## config.mk

```make
export PLATFORM = sky130hd
export DESIGN_NAME = dsm5_mod
export DESIGN_NICKNAME = d
export VERILOG_FILES = /design/src/rtl/dsm5_pkg.sv /design/src/rtl/dsm5_hold.sv /design/src/rtl/dsm5_integ.sv /design/src/rtl/dsm5_quant.sv /design/src/rtl/dsm5_mod.sv
export SDC_FILE = /design/constraint.sdc
export NUM_CORES = 1
export LEC_CHECK = 0
export BUFFER_PORTS_ARGS = -buffer_cell sky130_fd_sc_hd__buf_2
export CAP_MARGIN = 0
export CORE_MARGIN = 5
export CORE_UTILIZATION = 59
export CTS_CLUSTER_SIZE = 25
export DETAILED_ROUTE_END_ITERATION = 10
export PLACE_DENSITY = 0.79
export SETUP_SLACK_MARGIN = 0.02
export SYNTH_ARGS = -nofsm -noshare
export SYNTH_HDL_FRONTEND = slang
export SYNTH_HIERARCHICAL = 1
export SYNTH_SLANG_ARGS = --single-unit
```

## constraint.sdc

```tcl
create_clock -name clk_i -period 5 [get_ports clk_i]
set_clock_uncertainty 0.05 [all_clocks]
set_input_delay 0 -clock clk_i [delete_from_list [all_inputs] [get_ports clk_i]]
set_output_delay 0 -clock clk_i [all_outputs]
set_load 0.02 [all_outputs]
```

## src/rtl/dsm5_pkg.sv

```systemverilog
package dsm5_pkg;
  localparam int NSTG = 3;

  typedef logic [2:0] code_t;

  // right shift applied to the previous integrator before it enters stage g
  function automatic int stg_shift(int g);
    case (g)
      1:       return 2;
      2:       return 1;
      default: return 0;
    endcase
  endfunction
endpackage

```

## src/rtl/dsm5_hold.sv

```systemverilog
module dsm5_hold #(
  parameter int IN_W = 18,
  parameter int HOLD = 8
) (
  input  logic                   clk_i,
  input  logic                   rst_ni,
  input  logic signed [IN_W-1:0] smp_i,
  output logic                   take_o,
  output logic signed [IN_W-1:0] hold_o
);
  localparam int PW = (HOLD > 1) ? $clog2(HOLD) : 1;
  localparam logic [PW-1:0] PH_LAST = PW'(HOLD - 1);

  logic [PW-1:0] ph_q;

  always_ff @(posedge clk_i or negedge rst_ni) begin
    if (!rst_ni)              ph_q <= '0;
    else if (ph_q == PH_LAST) ph_q <= '0;
    else                      ph_q <= ph_q + 1'b1;
  end

  assign take_o = (ph_q == '0);

  always_ff @(posedge clk_i or negedge rst_ni) begin
    if (!rst_ni)     hold_o <= '0;
    else if (take_o) hold_o <= smp_i;
  end

  // held word changes only at a capture edge
  a_r3_hold_stable: assert property (@(posedge clk_i) disable iff (!rst_ni)
    !take_o |=> $stable(hold_o));

  // strobe is a single-cycle pulse
  a_r2_take_single: assert property (@(posedge clk_i) disable iff (!rst_ni)
    take_o |=> !take_o);
endmodule

```

## src/rtl/dsm5_integ.sv

```systemverilog
module dsm5_integ #(
  parameter int W = 24
) (
  input  logic                clk_i,
  input  logic                rst_ni,
  input  logic signed [W:0]   add_i,
  output logic signed [W-1:0] acc_o
);
  localparam logic signed [W+1:0] MAXV = {3'b000, {(W-1){1'b1}}};
  localparam logic signed [W+1:0] MINV = {3'b111, {(W-1){1'b0}}};

  logic signed [W+1:0] sum;

  assign sum = $signed({{2{acc_o[W-1]}}, acc_o}) + $signed({add_i[W], add_i});

  always_ff @(posedge clk_i or negedge rst_ni) begin
    if (!rst_ni)          acc_o <= '0;
    else if (sum > MAXV)  acc_o <= MAXV[W-1:0];
    else if (sum < MINV)  acc_o <= MINV[W-1:0];
    else                  acc_o <= sum[W-1:0];
  end

  // near either limit the state never jumps to the opposite sign
  a_r8_no_wrap_pos: assert property (@(posedge clk_i) disable iff (!rst_ni)
    (acc_o[W-1 -: 3] == 3'b011) |=> !acc_o[W-1]);
  a_r8_no_wrap_neg: assert property (@(posedge clk_i) disable iff (!rst_ni)
    (acc_o[W-1 -: 3] == 3'b100) |=> acc_o[W-1]);
endmodule

```

## src/rtl/dsm5_quant.sv

```systemverilog
module dsm5_quant #(
  parameter int W       = 24,
  parameter int STEP_LG = 16
) (
  input  logic signed [W-1:0] acc_i,
  output dsm5_pkg::code_t     code_o,
  output logic signed [W:0]   fb_o
);
  localparam logic signed [W-1:0] T_LO = W'(1) <<< (STEP_LG - 1);
  localparam logic signed [W-1:0] T_HI = W'(3) <<< (STEP_LG - 1);

  logic signed [2:0] lvl;

  always_comb begin
    if (acc_i >= T_HI)       lvl = 3'sd2;
    else if (acc_i >= T_LO)  lvl = 3'sd1;
    else if (acc_i > -T_LO)  lvl = 3'sd0;
    else if (acc_i > -T_HI)  lvl = -3'sd1;
    else                     lvl = -3'sd2;
  end

  assign code_o = 3'(lvl + 3'sd2);
  assign fb_o   = (W+1)'(lvl) <<< STEP_LG;
endmodule

```

## src/rtl/dsm5_mod.sv

```systemverilog
module dsm5_mod #(
  parameter int IN_W  = 18,
  parameter int ACC_W = 24,
  parameter int HOLD  = 8
) (
  input  logic                   clk_i,
  input  logic                   rst_ni,
  input  logic signed [IN_W-1:0] smp_i,
  output logic                   take_o,
  output logic [2:0]             code_o
);
  import dsm5_pkg::*;

  localparam int STEP_LG = IN_W - 2;

  logic signed [IN_W-1:0]  hold;
  logic signed [ACC_W:0]   fb;
  logic signed [ACC_W-1:0] acc [NSTG];
  logic signed [ACC_W:0]   add [NSTG];
  code_t                   code;

  dsm5_hold #(.IN_W(IN_W), .HOLD(HOLD)) i_hold (
    .clk_i (clk_i),
    .rst_ni(rst_ni),
    .smp_i (smp_i),
    .take_o(take_o),
    .hold_o(hold)
  );

  for (genvar g = 0; g < NSTG; g++) begin : g_stg
    if (g == 0) begin : g_in
      assign add[g] = $signed({{(ACC_W + 1 - IN_W){hold[IN_W-1]}}, hold}) - fb;
    end else begin : g_chain
      localparam int SH = stg_shift(g);
      logic signed [ACC_W-1:0] scl;
      assign scl    = acc[g-1] >>> SH;
      assign add[g] = $signed({scl[ACC_W-1], scl}) - fb;
    end

    dsm5_integ #(.W(ACC_W)) i_integ (
      .clk_i (clk_i),
      .rst_ni(rst_ni),
      .add_i (add[g]),
      .acc_o (acc[g])
    );
  end

  dsm5_quant #(.W(ACC_W), .STEP_LG(STEP_LG)) i_quant (
    .acc_i (acc[NSTG-1]),
    .code_o(code),
    .fb_o  (fb)
  );

  assign code_o = code;

  // five legal codes only
  a_r4_code_range: assert property (@(posedge clk_i) disable iff (!rst_ni)
    code_o <= 3'd4);

  // an all-zero loop with zero held input stays idle at mid code
  a_r5_idle: assert property (@(posedge clk_i) disable iff (!rst_ni)
    (hold == '0 && acc[0] == '0 && acc[1] == '0 && acc[2] == '0) |=> code_o == 3'd2);
endmodule

```

After elaboration in Yosys (flattened, before gate mapping)

Cells that the tools add are included.

Add/subtract/negate cells: 8
$lt $le $gt $ge: 10
Eq/ne operators: 1
Muxes and demuxes: 11
Reduce and logical (&&, ||, !) cells: 1

Operator list:

| kind                                                             | count |
|---|---|
| two-way mux 24 bit                                               | 6 |
| greater-than comparator 26 x 24 -> 1 bit (second input constant) | 3 |
| < comparator 26 x 24 -> 1 bit (second input constant)            | 3 |
| adder 24 x 20 -> 25 bit                                          | 1 |
| adder 24 x 23 -> 25 bit                                          | 1 |
| adder 24 x 24 -> 25 bit                                          | 1 |
| >= comparator 24 x 17 -> 1 bit (second input constant)           | 1 |
| >= comparator 24 x 18 -> 1 bit (second input constant)           | 1 |
| greater-than comparator 24 x 16 -> 1 bit (second input constant) | 1 |
| greater-than comparator 24 x 18 -> 1 bit (second input constant) | 1 |
| subtractor 23 x 19 -> 24 bit                                     | 1 |
| subtractor 22 x 19 -> 23 bit                                     | 1 |
| subtractor 18 x 19 -> 20 bit                                     | 1 |
| two-way mux 3 bit                                                | 4 |
| adder 3 x 1 -> 3 bit (second input constant)                     | 1 |
| adder 3 bit (second input constant)                              | 1 |
| == test 3 bit (second input constant)                            | 1 |
| logical NOT 3 bit                                                | 1 |
| two-way mux 1 bit                                                | 1 |

Bits in registers: 93
Input bits: 20
Output and inout bits: 4
Word-level logic and storage cells: 36

Longest topological paths before layout

Gate-level depths: netlist (run 1).

Depth after elaboration: 10
Gate-level depth with buffers: 24
Depth with buffers taken out: 22

Modules after synthesis

The synthesis (run 1) kept the hierarchy.

Modules (own cells, without submodules):

| module                            | instances | cells an instance | area an instance (um^2) | seq. area each (um^2) |
|---|---|---|---|---|
| dsm5_integ (g_stg[0].i_integ ...) | 2         | 243               | 2174.6                  | 600.6 |
| dsm5_mod                          | 1         | 546               | 3778.6                  | 0.0 |
| dsm5_integ (g_stg[1].i_integ)     | 1         | 247               | 2232.1                  | 600.6 |
| dsm5_hold                         | 1         | 49                | 859.6                   | 525.5 |
| dsm5_quant                        | 1         | 47                | 329.1                   | 0.0 |

Worst setup path before layout (run 1)

OpenSTA, ideal clock, no wires.

Kind: register to register
Start point: reg g_stg[2].i_integ.acc_o[17]
End point: reg g_stg[1].i_integ.acc_o[19]
Library setup time: 0.129 ns
Data arrival time: 5.652 ns
Required time: 4.821 ns
Setup slack: -0.831 ns
Stages on the path, launching flop included: 24
Path buffers: 2
Period minus slack after synthesis: 5.831 ns
Cells stage by stage: dfrtp_1 -> or4_4 -> nor4_4 -> nor3_1 -> a2111oi_1 -> buf_4 -> inv_1 -> ha_1 -> nand2_1 -> nor2_1 -> and3_1 -> a211o_1 -> a21oi_1 -> xnor2_1 -> ha_1 -> clkbuf_1 -> nand4_1 -> nor2_1 -> a41oi_1 -> o221ai_1 -> a41oi_2 -> xor2_1 -> a21oi_4 -> o41a_1

RTL lines:

| item                   | line             | source |
|---|---|---|
| from (decl)            | dsm5_integ.sv:7  | `output logic signed [W-1:0] acc_o` |
| from (signal assigned) | dsm5_integ.sv:18 | `else if (sum > MAXV) acc_o <= MAXV[W-1:0];` |
| from (signal assigned) | dsm5_integ.sv:19 | `else if (sum < MINV) acc_o <= MINV[W-1:0];` |
| from (signal assigned) | dsm5_integ.sv:20 | `else acc_o <= sum[W-1:0];` |
| to (signal assigned)   | dsm5_integ.sv:18 |  |
| to (signal assigned)   | dsm5_integ.sv:19 |  |
| to (signal assigned)   | dsm5_integ.sv:20 |  |
| to (decl)              | dsm5_integ.sv:7  |  |

==> key figures, run 1 <==
Worst setup path
  • CP Class: reg2reg
  • Crit path max-delay family: compound AO/OA/AOI/OAI gates
  • CP dominant cell by count: buf_4
  • Worst-path cell chain: or4_4, nor4_4, nor3_2, a2111oi_4, inv_4, buf_4, ha_4, a21o_1, a21oi_2, nand3b_1, o211ai_1, buf_4, a211oi_1, a211o_1, ha_4, a21oi_4, o21ai_4, or2_4, o311ai_4, a211oi_4, buf_4, o21ai_4, clkbuf_16, a21oi_2
  • Crit Path Max Fanout: 8
  • CP required: 5200 ps
  • WP buf/inv: 5
  • Slowest-stage cell, CP: or4_4
  • CP endpoint kind: flop
  • Worst Path Arrival: 5480 ps
  • Critical path's largest stage delay: 560 ps
  • Type of origin of the critical path: flop

Placement
  • HPWL after detailed placement: 22.7 mm
  • Port Buffers: 23
  • Placed cell count: 1710
  • Routability congestion estimate: 0.913

Die
  • Die Span X: 150 µm
  • Initial core utilization: 59.5%
  • Cell Rows: 51
  • Ports: 24
  • Die area: 22500 µm²
  • Die H: 150 µm
  • Core area: 19400 µm²

STA
  • Maximum clock frequency: 189 MHz
  • Min cycle time layout: 5290 ps
  • Post-route setup slack: -288 ps
  • RSZ-0062 raised after global routing: yes
  • Fin. max-slew vios: 0
  • Final Hold Vio Count: 0
  • Final setup viols: 68
  • Tcrit/Tclk final: 106%
  • Worst slew pin tran: 881 ps
  • Rel. slew slack: 41.3%

Routing
  • Vias per cell: 6.20
  • Metal2 WL: 15.3 mm
  • Top Layer Used: met4
  • Initial DRC Count: 975
  • Post-route DRC: 0
  • Antenna Violating Nets Remaining: 0
  • M1 wire length: 14.6 mm
  • WL per Instance: 18.4 µm
  • Final WL: 33.0 mm
  • Routed wl met3: 2.03 mm
  • Pre-Repair DR Iteration Count: 5
  • Total number of vias: 11100

Logic synthesis
  • Post-synth EDFFs: 0
  • Synth Warn #: 6
  • Synth Instances: 1375
  • Synthesized area: 11500 µm²
  • Most area-consuming cells after synthesis: dfrtp_1, ha_1, a21oi_1
  • Most frequent cell after synthesis: a21oi_1
  • Unique masters post-synth: 89
  • FF+latch count, synth: 93
  • Yosys top cell by area: dfrtp_1
  • Commonest cells in the synthesized netlist: a21oi_1, ha_1, dfrtp_1, nand2_1, inv_1
  • Async S/R FF share, synth: 100%
  • Synth top area share: 20.2%
  • Post-synth top flop: dfrtp_1
  • Syn Area/Cell: 8.40 µm²
  • Post-synthesis sequential area ratio: 20.2%

Clocking
  • TritonCTS buffer count: 9
  • CTS tree: built
  • CTS Sinks: 93
  • Clock latency on the worst-skew pair: 360 ps
  • Clock Root Buffer: clkbuf_16
  • H-Tree Depth: 3
  • Worst-path clk slew: 70 ps
  • CTS Buffer Depth: 2

Worst hold path
  • Hold WC Path Type: in2async

Status
  • Run status: finished with violations
  • Failing checks: setup timing

Global route
  • Antenna violations before repair: 0
  • First-pass GRT wire length: 52.5 mm
  • Largest net degree at the start of global routing: 61
  • Gr usage total: 28.6%
  • Vias in the first global route: 10900
  • GRT overflow: 0

Final layout
  • Layout area overhead: 21.8%
  • Non-Filler Instances: 1798
  • Share of post-route cells with drive strength above 1: 23.5%
  • Diode count: 0
  • Post-layout net count: 1704

Job
  • MaxCap Viol Count: 0
area by class of cell:
cell class | instances | area [µm²]
multi-input cells | 1148 | 9080
fillers | 1452 | 5330
flip-flops and latches | 93 | 2330
repair buffers | 191 | 1710
well taps | 265 | 332
inverters | 85 | 322
clock buffers | 10 | 239
clock inverters | 6 | 51.3
path summary, 6_finish.rpt:
path	start	endpoint	slack [ps]	depth (start not counted)
min in group clk_i	smp_i[16]	i_hold/hold_o[16]	360	3
max in group asynchronous	rst_ni	g_stg[1].i_integ/acc_o[9]	3550	3
hold reg to reg	i_hold/ph_q[0]	i_hold/ph_q[0]	430	1
setup reg to reg	g_stg[2].i_integ/acc_o[22]	g_stg[2].i_integ/acc_o[15]	-290	24
setup / recovery	g_stg[2].i_integ/acc_o[22]	g_stg[2].i_integ/acc_o[15]	-290	24
hold / removal	rst_ni	g_stg[1].i_integ/acc_o[20]	90	2
registers in the layout, indices dropped and copies added, names as in the netlist:
register,cells
g_stg.i_integ/acc_o,72
i_hold/ph_q,3
i_hold/hold_o,18
per-stage QoR:
step / instance area (µm²) / hold slack (ps) / setup TNS [ps] / setup slack [ps] / util [%]
finish: 14100 / 91.3 / -12390 / -288 / 72.5
global route: 14100 / 117 / -24900 / -462 / 72.5
CTS: 13600 / 88.9 / -704 / -51.4 / 70.3
detailed placement: 12500 / -64.7 / -9210 / -284 / 64.5
global placement: 12500 / -78.7 / -5040 / -197 / 64.5
floorplan: 11700 / -346 / -484 / -35.9 / -
layout by cell type (no fill, tap or decap), types with 9 or more instances in the layout:
master,instances
a211oi_1,13
a21o_1,34
a21oi_1,141
a21oi_2,31
buf_12,10
buf_2,22
buf_4,124
buf_6,9
clkbuf_16,12
conb_1,16
dfrtp_1,93
dlygate4sd3_1,19
ha_1,139
inv_1,81
mux2_2,9
mux2_4,9
nand2_1,81
nand2b_1,23
nand3_1,27
nand4_1,21
nor2_1,69
nor2b_1,15
nor3_1,19
o211ai_1,18
o21a_1,38
o21ai_0,45
o21ai_1,32
o21ai_2,25
o21bai_1,15
xnor2_1,72
xor2_1,50
logic make-up (layout without fill, tap and decap cells):
| group | count (synthesis) | in the layout | share of synthesized area, % |
|---|---|---|---|
| mux | 23 | 23 | 2.48 |
| other cells | 1 | 16 | 0.0325 |
| buf+inv | 150 | 292 | 6.73 |
| simple gates | 326 | 326 | 14.2 |
| fa+ha+maj | 156 | 156 | 17.3 |
| compound gates | 503 | 504 | 29.7 |
| xor+xnor | 123 | 123 | 9.33 |
| flops | 93 | 93 | 20.2 |
per-layer routing:
metal  track usage (%)  vias to the layer above
met5                 0                        -
met4              10.4                        0
met3              4.30                       82
met2              46.9                      424
met1              38.2                     5301
li1                  -                     5339
what timing repair did:
item,4_1_cts,5_1_grt
cloned,4,4
hold buffers,19,0
endpoints found under the setup margin,62,70
endpoints found under the hold margin,51,0
pin swaps,18,42
setup buffers,29,17
resized for setup,61,50
Power of run 1 is not shown: default switching activity piles up to over one toggle a cycle in this logic, so the estimate is an artifact.
==> inputs of run 2 (changes only) <==
PLACE_DENSITY = 0.91   (was 0.79)
==> run 2 against run 1 <==
Net effect: the run still ends with setup timing left; fmax increased by 4.2%; via count shrank 0.38%; non-clock buffer count fell by 44; worst setup slack improved by 210 ps; die area unchanged; utilization decreased by 2.3 points; count of clock-buffer cells in the layout shrank 1; wire length fell by 2.8%; global-route usage down 0.72 points; cell area shrank 3.2%.
==> key figures, run 2 (synthesis results as in run 1) <==
Routing
  • WL per Instance: 18.3 µm
  • Initial DRC Count: 1061
  • Post-route DRC: 0
  • Vias per cell: 6.33
  • Antenna Violating Nets Remaining: 0
  • Pre-Repair DR Iteration Count: 6
  • Total number of vias: 11100
  • Final WL: 32.1 mm

Worst setup path
  • Setup crit end: g_stg[1].i_integ/acc_o[19]
  • Slowest-stage cell, CP: or4_4
  • Worst Path Arrival: 5260 ps
  • Worst setup startpoint: g_stg[2].i_integ/acc_o[22]
  • CP required: 5180 ps
  • Crit Path Max Fanout: 23
  • CP Class: reg2reg
  • Worst R2R Setup Slack: -80 ps
  • R2r endpoint: g_stg[1].i_integ/acc_o[19]
  • Reg2reg start: g_stg[2].i_integ/acc_o[22]
  • Worst-path cell chain: or4_4, nor4_4, buf_4, nor3_2, a2111oi_4, inv_4, ha_4, nand2_4, nor2_4, and3_4, a211o_1, a21oi_2, xnor2_1, ha_2, a21oi_2, nand2_2, nor3_2, o221ai_2, a41oi_2, xor2_2, a21oi_4, buf_12, o41a_1
  • Worst Reg-to-Reg Cells: 23
  • Type of origin of the critical path: flop
  • CP endpoint kind: flop
  • Critical path's largest stage delay: 550 ps

STA
  • Min cycle time layout: 5080 ps
  • Post-route setup slack: -77.1 ps
  • Maximum clock frequency: 197 MHz
  • Rel. slew slack: 36.8%
  • Final Hold Vio Count: 0
  • Tcrit/Tclk final: 102%
  • RSZ-0062 raised after global routing: yes
  • Final setup viols: 57
  • Fin. max-slew vios: 0
  • Worst slew pin tran: 949 ps

Placement
  • Routability congestion estimate: 1.01
  • HPWL after detailed placement: 23.3 mm
  • Port Buffers: 23
  • Post-Place Setup Slack: -239 ps

Status
  • Run status: finished with violations
  • Failing checks: setup timing

Die
  • Initial core utilization: 59.5%
  • Ports: 24
  • Cell Rows: 51
  • Die H: 150 µm
  • Die area: 22500 µm²
  • Die Span X: 150 µm
  • Core area: 19400 µm²

Final layout
  • # fillers: 1363
  • Layout area overhead: 17.9%
  • Post-layout net count: 1659
  • Biggest register: g_stg.i_integ/acc_o
  • Largest regs: g_stg.i_integ/acc_o x72, i_hold/hold_o x18, i_hold/ph_q x3
  • Register Area: 2330 µm²
  • Most frequent cells in the layout: a21oi_1, ha_1, dfrtp_1
  • Commonest non-fill, non-tap cell in the layout: a21oi_1
  • Diode count: 0
  • Max reg flops: 72
  • Area of the multi-input gates: 9050 µm²
  • Share of post-route cells with drive strength above 1: 21.6%

Clocking
  • Worst-path clk slew: 70 ps
  • CTS tree: built
  • H-Tree Depth: 3
  • CTS Buffer Depth: 2
  • TritonCTS buffer count: 9
  • Clock latency on the worst-skew pair: 360 ps
  • CTS Sinks: 93
  • Clock Root Buffer: clkbuf_16

Global route
  • Largest net degree at the start of global routing: 70
  • Gr usage total: 27.8%
  • Vias in the first global route: 10800
  • GRT overflow: 0
  • Antenna violations before repair: 0
  • First-pass GRT wire length: 51.5 mm

Job
  • MaxCap Viol Count: 0

Worst hold path
  • Hold WC Path Type: in2async
run 2: cell count changes in the layout (fill, tap and decap cells not counted), sizes merged:
cell / delta
clkinvlp: +2
clkinv: +1
buf: -43
inv: -2
a21oi: -1
clkbuf: -2
run 2: routing by layer:
layer / share of wire, % / vias up / global-route usage [%]
met5: 0 / - / 0
met4: 3.3 / 0 / 9.24
li1: - / 5254 / -
met1: 41 / 5239 / 35.8
met2: 48 / 517 / 47.7
met3: 7.3 / 94 / 4.48
run 2: critical path, delay by kind of cell (launching register included):
| family | cells | cell delay [ps] |
|---|---|---|
| adders and majority gates | 2 | 580 |
| buffers and inverters | 3 | 440 |
| and+or+nand+nor | 8 | 1340 |
| xor gates and xnor gates | 2 | 430 |
| DFF | 1 | 380 |
| AOI/OAI and AO/OA | 8 | 1730 |
run 2: how the worst min path moves through the flow:
stage	to	slack (ps)	cells past startpoint
final	g_stg[2].i_integ/acc_o[4]	40	2
after global routing	g_stg[2].i_integ/acc_o[4]	70	2
after CTS	g_stg[2].i_integ/acc_o[4]	40	2
after detailed placement	g_stg[2].i_integ/acc_o[4]	-120	1
after global placement	g_stg[2].i_integ/acc_o[4]	-130	1
after floorplan	g_stg[0].i_integ/acc_o[0]	-350	0
run 2: repair_timing:
item,in CTS,in global routing
gates resized for setup,53,56
gates cloned,3,2
pin swaps,28,37
setup buffers,8,9
hold buffers,19,0
endpoints found under the setup margin,69,70
endpoints found under the hold margin,42,0
run 2: area by class of cell:
cell class | instances | area share (%)
Clock buffer | 9 | 1.65
Clock inverter | 7 | 0.404
Inverter | 85 | 2.39
Multi-Input combinational cell | 1147 | 66.5
Sequential cell | 93 | 17.1
Tap cell | 265 | 2.44
Timing Repair Buffer | 147 | 9.49
run 2: stage by stage:
stage,cells,area (µm²),TNS (ps),utilization [%],hold slack [ps]
after floorplan,1390,11700,-484,-,-346
after global placement,1697,12400,-20.0,64.0,-128
after detailed placement,1697,12400,-10000,64.0,-120
after CTS,1743,13300,-845,68.3,42.6
after global routing,1753,13600,-17750,70.2,70.1
final,1753,13600,-2400,70.2,35.6
Power of run 2 is left out for the same reason.
==> inputs of run 3 (changes only) <==
ABC_AREA = 1   (was unset)
CORE_UTILIZATION = 60   (was 59)
PLACE_DENSITY = 0.92   (was 0.91)
==> run 3 against run 2 <==
Net effect: the run now ends clean; wire length rose by 42%; worst setup slack improved by 430 ps; utilization fell by 6.9 points; fmax increased by 9.2%; first-iteration DRC count grew 120%; critical path depth grew 3; non-clock buffer count is 102 lower.
==> key figures, run 3 <==
Clocking
  • CTS Sinks: 93
  • H-Tree Depth: 3
  • CTS tree: built
  • Clock Root Buffer: clkbuf_16
  • CTS Buffer Depth: 2
  • Clock latency on the worst-skew pair: 370 ps
  • Worst-path clk slew: 80 ps
  • TritonCTS buffer count: 9

Die
  • Die Span X: 168 µm
  • Ports: 24
  • Cell Rows: 58
  • Die H: 168 µm
  • Initial core utilization: 60.4%
  • Core area: 25000 µm²
  • Die area: 28400 µm²

Final layout
  • Layout area overhead: 4.82%
  • Diode count: 0
  • Most frequent cells in the layout: nand2_1, inv_1, nor2_1
  • Final core utilization: 63.3%
  • # fillers: 2357
  • Max reg flops: 72
  • Biggest register: g_stg.i_integ/acc_o
  • Post-layout net count: 2784
  • Share of post-route cells with drive strength above 1: 10.1%
  • Commonest non-fill, non-tap cell in the layout: nand2_1
  • Largest regs: g_stg.i_integ/acc_o x72, i_hold/hold_o x18, i_hold/ph_q x3

Worst setup path
  • R2r endpoint: g_stg[0].i_integ/acc_o[0]
  • CP Class: reg2reg
  • Crit path max-delay family: simple AND/OR/NAND/NOR gates
  • Type of origin of the critical path: flop
  • Slowest-stage cell, CP: dfrtp_1
  • Critical path's largest stage delay: 450 ps
  • Worst Path Arrival: 4850 ps
  • CP required: 5200 ps
  • Reg2reg start: g_stg[2].i_integ/acc_o[23]
  • WP buf/inv: 3
  • CP dominant cell by count: nand2_1
  • Crit Path Max Fanout: 23
  • Worst Reg-to-Reg Cells: 26
  • CP endpoint kind: flop
  • Worst setup startpoint: g_stg[2].i_integ/acc_o[23]
  • Worst R2R Setup Slack: 350 ps

Logic synthesis
  • Post-synth EDFFs: 0
  • Most frequent cell after synthesis: nand2_1
  • Most area-consuming cells after synthesis: nand2_1, dfrtp_1, ha_1
  • Synth Warn #: 6
  • Commonest cells in the synthesized netlist: nand2_1, inv_1, nor2_1, ha_1, nand2_2
  • Unique masters post-synth: 39
  • Async S/R FF share, synth: 100%
  • Synth top area share: 24.1%
  • Yosys top cell by area: nand2_1
  • Post-synth top flop: dfrtp_1
  • Syn Area/Cell: 5.85 µm²
  • Post-synthesis sequential area ratio: 15.4%
  • FF+latch count, synth: 93
  • Synth Instances: 2575
  • Synthesized area: 15100 µm²

Global route
  • Largest net degree at the start of global routing: 56
  • Antenna violations before repair: 0
  • Gr usage total: 31.9%
  • Vias in the first global route: 14500
  • First-pass GRT wire length: 74.0 mm
  • GRT overflow: 0

Placement
  • HPWL after detailed placement: 37.7 mm
  • Port Buffers: 23
  • Routability congestion estimate: 1.09

Routing
  • Vias per cell: 5.39
  • WL per Instance: 15.5 µm
  • Pre-Repair DR Iteration Count: 8
  • Final WL: 45.7 mm
  • Total number of vias: 15900
  • Initial DRC Count: 2330
  • Post-route DRC: 0
  • Antenna Violating Nets Remaining: 0

STA
  • Final Hold Vio Count: 0
  • Maximum clock frequency: 215 MHz
  • Rel. slew slack: 32.4%
  • Tcrit/Tclk final: 93.0%
  • RSZ-0062 raised after global routing: no
  • Setup TNS: 0 ps
  • Worst slew pin tran: 1010 ps
  • Min cycle time layout: 4650 ps
  • Final setup viols: 0
  • Fin. max-slew vios: 0

Status
  • Run status: finished, final reports clean

Worst hold path
  • Hold WC Path Type: in2async

Job
  • MaxCap Viol Count: 0
run 3: cell count changes after synthesis, moves of 31 or more:
cell     before  now
nand2_1      88  966
nor2_1       73  172
a21o_1       34    1
o21a_1       38    2
a21oi_1     170  100
nand3_1      29  128
nand2_2       0  129
o21ai_0      55   18
inv_1        84  479
xnor2_1      72   27
nor2_2        0   31
run 3: routing by layer:
layer / vias to the layer above / GRT usage [%] / part of all wire (%)
met5: - / 0 / 0
met4: 0 / 6.28 / 2.0
met3: 79 / 5.09 / 11
met2: 819 / 48.7 / 41
met1: 7072 / 47.8 / 46
li1: 7894 / - / -
run 3: repair_timing:
item,in CTS,in global routing
hold endpoints to repair,56,0
setup endpoints to repair,0,69
buffers inserted,0,2
resized for setup,0,6
hold buffers,19,0
run 3: cell type report:
| type | count | area (µm²) | area share [%] |
|---|---|---|---|
| inverters | 495 | 1860 | 11.8 |
| flip-flops and latches | 93 | 2330 | 14.7 |
| clock buffers | 9 | 225 | 1.43 |
| clock inverters | 7 | 65.1 | 0.412 |
| well taps | 330 | 413 | 2.61 |
| multi-input cells | 1964 | 10600 | 66.9 |
| repair buffers | 45 | 343 | 2.17 |
run 3: logic make-up (layout without fill, tap and decap cells):
family	count (synthesis)	count (layout)	share of synthesized area, %
DFF	93	93	15.4
adders and majority gates	156	156	13.3
xor gates and xnor gates	94	94	5.46
AOI/OAI and AO/OA	153	153	5.61
other	1	16	0.0249
buffers and inverters	534	556	15.2
and+or+nand+nor	1544	1545	45.1
run 3: worst max-delay path by stage:
stage	slack, ps	endpoint	cells past startpoint
2_1_floorplan	1090	g_stg[2].i_integ/acc_o[4]	29
3_5_place_dp	440	g_stg[0].i_integ/acc_o[0]	28
4_1_cts	420	g_stg[2].i_integ/acc_o[1]	30
3_3_place_gp	540	g_stg[0].i_integ/acc_o[0]	28
5_1_grt	20	g_stg[1].i_integ/acc_o[14]	30
6_report	350	g_stg[0].i_integ/acc_o[0]	26
run 3: stage by stage:
stage	hold slack, ps	setup WS (ps)	cells	area [µm²]
final	80.1	350	2943	15800
after global routing	154	20.9	2943	15800
after CTS	105	416	2940	15700
after detailed placement	-32.6	442	2905	15200
after global placement	-49.3	539	2905	15200
after floorplan	-346	1090	2590	15100
run 3: worst reg2reg max path: cells and delay by family, from the launching register on:
family / cells / cell delay (ps)
compound gates: 3 / 590
fa+ha+maj: 2 / 800
buf+inv: 3 / 290
flops: 1 / 450
simple gates: 18 / 2340
Power of run 3 is left out for the same reason.
